**src/rtl/irq_inj_pkg.sv**
```systemverilog
package irq_inj_pkg;
  localparam logic [7:0] CALL_OPCODE = 8'hCD;

  typedef enum logic [1:0] {
    PH_OP   = 2'd0,
    PH_LO   = 2'd1,
    PH_HI   = 2'd2,
    PH_DONE = 2'd3
  } phase_e;

  function automatic logic [15:0] vec_addr(input int unsigned idx, input int unsigned stride);
    return 16'(idx * stride);
  endfunction
endpackage

```
**src/rtl/irq_req_latch.sv**
```systemverilog
module irq_req_latch #(
  parameter int NUM_SRC = 8,
  localparam int IW = $clog2(NUM_SRC)
) (
  input  logic               clk,
  input  logic               rst,
  input  logic [NUM_SRC-1:0] set_i,
  input  logic               clr_en,
  input  logic [IW-1:0]      clr_idx,
  output logic [NUM_SRC-1:0] pend_o
);
  logic [NUM_SRC-1:0] clr_mask;

  for (genvar i = 0; i < NUM_SRC; i++) begin : g_clr
    assign clr_mask[i] = clr_en && (clr_idx == IW'(i));
  end

  // a new request in the same cycle wins over the clear
  always_ff @(posedge clk) begin
    if (rst) pend_o <= '0;
    else     pend_o <= (pend_o & ~clr_mask) | set_i;
  end
endmodule

```
**src/rtl/irq_prio_pick.sv**
```systemverilog
module irq_prio_pick #(
  parameter int NUM_SRC = 8,
  localparam int IW = $clog2(NUM_SRC)
) (
  input  logic [NUM_SRC-1:0] pend_i,
  output logic [IW-1:0]      idx_o,
  output logic               any_o
);
  logic [NUM_SRC:0]   seen;
  logic [NUM_SRC-1:0] hit;

  assign seen[0] = 1'b0;
  for (genvar i = 0; i < NUM_SRC; i++) begin : g_chain
    assign hit[i]    = pend_i[i] & ~seen[i];
    assign seen[i+1] = seen[i] | pend_i[i];
  end

  always_comb begin
    idx_o = '0;
    for (int i = 0; i < NUM_SRC; i++) begin
      if (hit[i]) idx_o = IW'(i);
    end
  end

  assign any_o = seen[NUM_SRC];
endmodule

```
**src/rtl/irq_byte_seq.sv**
```systemverilog
module irq_byte_seq
  import irq_inj_pkg::*;
#(
  parameter int NUM_SRC    = 8,
  parameter int VEC_STRIDE = 8,
  localparam int IW = $clog2(NUM_SRC)
) (
  input  logic          clk,
  input  logic          rst,
  input  logic          ack_i,
  input  logic          qrd_i,
  input  logic [IW-1:0] pick_idx_i,
  input  logic          pick_any_i,
  output logic [7:0]    data_o,
  output logic          busy_o,
  output logic          done_o,
  output logic [IW-1:0] done_idx_o
);
  phase_e        phase;
  phase_e        phase_nxt;
  logic [IW-1:0] sel_q;
  logic          sel_v_q;
  logic [IW-1:0] cur_idx;
  logic          cur_v;
  logic [15:0]   vec;
  logic [7:0]    byte_nxt;
  logic          take;

  // the first acknowledge cycle uses the live pick, later ones the frozen copy
  assign cur_idx = busy_o ? sel_q   : pick_idx_i;
  assign cur_v   = busy_o ? sel_v_q : pick_any_i;
  assign vec     = vec_addr(cur_idx, VEC_STRIDE);
  assign take    = ack_i & qrd_i;

  always_comb begin
    byte_nxt  = 8'h00;
    phase_nxt = phase;
    unique case (phase)
      PH_OP: begin
        byte_nxt  = cur_v ? CALL_OPCODE : 8'h00;
        phase_nxt = cur_v ? PH_LO : PH_DONE;
      end
      PH_LO: begin
        byte_nxt  = vec[7:0];
        phase_nxt = PH_HI;
      end
      PH_HI: begin
        byte_nxt  = vec[15:8];
        phase_nxt = PH_DONE;
      end
      default: begin
        byte_nxt  = 8'h00;
        phase_nxt = PH_DONE;
      end
    endcase
  end

  assign done_o     = take && (phase == PH_HI);
  assign done_idx_o = cur_idx;

  always_ff @(posedge clk) begin
    if (rst) begin
      data_o  <= 8'h00;
      busy_o  <= 1'b0;
      phase   <= PH_OP;
      sel_q   <= '0;
      sel_v_q <= 1'b0;
    end else begin
      data_o <= take ? byte_nxt : 8'h00;
      if (!ack_i) begin
        busy_o <= 1'b0;
        phase  <= PH_OP;
      end else begin
        busy_o <= 1'b1;
        if (!busy_o) begin
          sel_q   <= pick_idx_i;
          sel_v_q <= pick_any_i;
        end
        if (qrd_i) phase <= phase_nxt;
      end
    end
  end
endmodule

```
**src/rtl/irq_call_injector.sv**
```systemverilog
module irq_call_injector #(
  parameter int NUM_SRC    = 8,
  parameter int VEC_STRIDE = 8
) (
  input  logic               clk,
  input  logic               rst,
  input  logic [NUM_SRC-1:0] src_req,
  input  logic               cpu_ack,
  input  logic               bus_valid,
  input  logic               bus_rd,
  input  logic               bus_io,
  output logic [7:0]         data_out,
  output logic               irq_out
);
  localparam int IW = $clog2(NUM_SRC);

  logic [NUM_SRC-1:0] pend;
  logic [IW-1:0]      pick_idx;
  logic               pick_any;
  logic               qrd;
  logic               busy;
  logic               done;
  logic [IW-1:0]      done_idx;

  assign qrd = bus_valid & bus_rd & ~bus_io;

  irq_req_latch #(.NUM_SRC(NUM_SRC)) u_latch (
    .clk     (clk),
    .rst     (rst),
    .set_i   (src_req),
    .clr_en  (done),
    .clr_idx (done_idx),
    .pend_o  (pend)
  );

  irq_prio_pick #(.NUM_SRC(NUM_SRC)) u_pick (
    .pend_i (pend),
    .idx_o  (pick_idx),
    .any_o  (pick_any)
  );

  irq_byte_seq #(.NUM_SRC(NUM_SRC), .VEC_STRIDE(VEC_STRIDE)) u_seq (
    .clk        (clk),
    .rst        (rst),
    .ack_i      (cpu_ack),
    .qrd_i      (qrd),
    .pick_idx_i (pick_idx),
    .pick_any_i (pick_any),
    .data_o     (data_out),
    .busy_o     (busy),
    .done_o     (done),
    .done_idx_o (done_idx)
  );

  assign irq_out = pick_any & ~cpu_ack & ~busy;
endmodule

```
**config.mk**
```make
export PLATFORM = sky130hd
export DESIGN_NAME = irq_call_injector
export DESIGN_NICKNAME = d
export VERILOG_FILES = /design/src/rtl/irq_inj_pkg.sv /design/src/rtl/irq_req_latch.sv /design/src/rtl/irq_prio_pick.sv /design/src/rtl/irq_byte_seq.sv /design/src/rtl/irq_call_injector.sv
export SDC_FILE = /design/constraint.sdc
export NUM_CORES = 1
export LEC_CHECK = 0
export ABC_AREA = 0
export BUFFER_PORTS_ARGS = -buffer_cell sky130_fd_sc_hd__buf_4
export CORE_MARGIN = 10
export CORE_UTILIZATION = 54
export CTS_BUF_LIST = sky130_fd_sc_hd__clkbuf_4
export CTS_CLUSTER_DIAMETER = 100
export DETAILED_ROUTE_END_ITERATION = 10
export PLACE_DENSITY_LB_ADDON = 0.25
export SYNTH_ARGS = -nofsm -noshare
export SYNTH_HDL_FRONTEND = slang
export SYNTH_SLANG_ARGS = --single-unit
```
**constraint.sdc**
```tcl
create_clock -name clk -period 1.8 [get_ports clk]
set_input_delay 0.18 -clock clk [delete_from_list [all_inputs] [get_ports clk]]
set_output_delay 0.18 -clock clk [all_outputs]
set_load 0.03 [all_outputs]
```
==> reports/metrics.cfg <==
[clocking]
cts-root-buf = clkbuf_4
cts_buffers = 3
cts_sinks = 19
clkSlewWorstSetupHoldPaths_ps = 110
h-tree-depth = 1
cts_tree = built
clk_path_buf_depth = 2
clock_latency_ps = 310

[drt]
drt_wl_total_mm = 2.29
drt-initial-drc-count = 24
viasPerCell = 5.90
wl_per_cell_um = 15.0
dr.pass1.iters = 4
detail-route-antenna-nets = 0
drc = 0
via_count = 903

[power_and_ir_drop]
pwr-share-clk = 0.256
power_frac_seq = 0.545
internal_power_uw = 607
max-vdd-ir-drop_v = 0.000622
leakage_nw = 0.483
power_density_mw_per_mm2 = 753
p_switching_uw = 262
swShare = 0.302
comb_power_share = 0.200
power_uw = 869

[yosys]
synth_top_area_share = 0.401
synth_nets = 129
syn_area_um2 = 948
yosysUniqueCellTypes = 33
synth_cells = 115
yosysWarnings = 0
synth_area_leaders = dfxtp_1, nor2_1, nor3_1, a211oi_1, nand2b_1
synth-seq-cells = 19
ys_seq_area_frac = 0.401
synth_top_area_cell = dfxtp_1
synth_area_per_cell_um2 = 8.25

[setup_path]
cp_top_family = simple AND/OR/NAND/NOR gates
cpPeakStageDelay_ps = 370
reg2reg_to = u_latch.pend_o[7]$_SDFF_PP0_
worstPathRequired_ps = 1620
cp.arrival_ps = 1590
reg2reg_depth = 5
reg2reg_slack_ps = 120
crit_path_cell_trace = nor4_4 -> buf_4 -> nand2_1 -> nor2_2 -> nor3_1 -> buf_4
r2r-start = u_latch.pend_o[7]$_SDFF_PP0_
crit_buf_inv = 2
path_common_cell = buf_4
critPathCaptureType = output port
cp_slowest_cell = dfxtp_2
start_kind = flip-flop
crit_type = flip-flop to output port
crit_fanout = 5

[floorplan]
pin_count = 23
coreArea_mm2 = 0.00169
num_rows = 15
dieArea_mm2 = 0.00383
initial_utilization = 0.561
dieWidth_um = 61.9
dieHeight_um = 61.9

[timing]
rsz0062_at_grt = yes
slew_violations = 0
setup_tns_ps = 0
hold_viol = 0
setup_viol = 0
final.setup_skew_ps = 8.32
period_minus_slack_ps = 1770
fin_crit_sh = 0.981
clock.fmax_mhz = 567

[hold_path]
holdPathEnd = u_latch.pend_o[0]$_SDFF_PP0_
holdPathStages = 2
hold_start = src_req[0]
hold_path.class = input pin to flip-flop

[cells_and_area]
stdcell_count = 153
synthToLayoutAreaGrowth_pct = 21.8
final_layout_size_suffix_gt1_frac = 0.279
antennaDiodeCount = 0
fin_util = 0.684
fillers = 154
final_area_mm2 = 0.00115
regArea_um2 = 383
mostFrequentLayoutCells = buf_4, nor2_1, dfxtp_1
fin_nets = 151
multi_input_area_um2 = 520
final_common_cell = buf_4

[global_route]
grt_max_degree = 14
overflow = 0
grt_first_pass_wirelength_mm = 3.76
grt_usage = 0.129
antenna_found_initial = 0
grt_pass1_vias = 888

[run_status]
status = finished clean

[placed_design]
globalplace.congestion = 0.922
port_buffers = 21
dp.cells = 149
placed_area_mm2 = 0.00111
dpl.hpwl_mm = 1.77

[run]
maxCapViolations = 0

timing repair:
action	CTS	global route
setup buffers	0	0
cloned	0	0
endpoints found under the setup margin	1	3
gates resized for setup	2	3
hold buffers	0	0
synth_stat cells, drive strengths merged:
library cell  instances
conb                  1
a31o                  1
a31oi                 1
buf                   4
o22ai                 3
o21ai                 2
o31ai                 2
a21oi                 6
o41ai                 2
nand4                 1
a311oi                1
dfxtp                19
and2                  1
nor2b                 2
and3b                 1
a211oi                5
nor2                 24
nor3                  8
a221oi                1
o21a                  1
inv                   6
a21o                  1
nand2                 3
nor4                  3
nand3                 2
o31a                  1
nand3b                1
or4                   1
or3                   2
clkbuf                3
nand2b                6
how the worst max path moves through the flow:
stage,start,endpoint,cells past startpoint
final,u_latch.pend_o[3]$_SDFF_PP0_,irq_out,6
after global routing,u_latch.pend_o[3]$_SDFF_PP0_,irq_out,6
after floorplan,u_latch.pend_o[3]$_SDFF_PP0_,u_latch.pend_o[5]$_SDFF_PP0_,5
after detailed placement,u_latch.pend_o[7]$_SDFF_PP0_,u_latch.pend_o[1]$_SDFF_PP0_,5
after global placement,u_latch.pend_o[7]$_SDFF_PP0_,u_latch.pend_o[1]$_SDFF_PP0_,5
after CTS,u_latch.pend_o[3]$_SDFF_PP0_,irq_out,6
layout make-up:
type / instances / share of cell area
multi-input combinational: 83 / 0.451
sequential: 19 / 0.332
timing repair buffer: 24 / 0.156
clock buffer: 3 / 0.0195
inverter: 6 / 0.0195
tap: 17 / 0.0184
clock inverter: 1 / 0.00433
sequential cells by signal (all words and copies together) (netlist names):
signal	count
u_seq.busy_o	1
u_seq.data_o	4
u_latch.pend_o	8
u_seq.sel_q	3
u_seq.sel_v_q	1
u_seq.phase	2
routing by layer:
metal / GRT usage / wire length, um
met1: 0.147 / 957
met5: 0 / 0
met3: 0.0407 / 204
met2: 0.204 / 1050
met4: 0.0860 / 74
metrics by stage:
step                      hold slack (ps)  setup slack (ps)
after global placement                414               113
after CTS                            96.5              3.66
after global routing                  109             -21.0
after detailed placement              423              99.9
after floorplan                       309               208
final                                96.7              35.0
power by group through the flow:
stage                     clock [mW]  sequential [mW]  combinational (mW)
after floorplan                    0            0.474               0.113
after global placement             0            0.480               0.165
after detailed placement           0            0.481               0.169
after CTS                      0.226            0.473               0.170
after global routing           0.241            0.477               0.191
final                          0.222            0.474               0.174
cells by family after synthesis:
family | after synthesis | synth area share
AO/OA/AOI/OAI | 27 | 0.224
other | 1 | 0.00395
buffers and inverters | 13 | 0.0673
flip-flops | 19 | 0.401
AND/OR/NAND/NOR | 55 | 0.303
No activity file was read; power rests on OpenSTA's default activity.
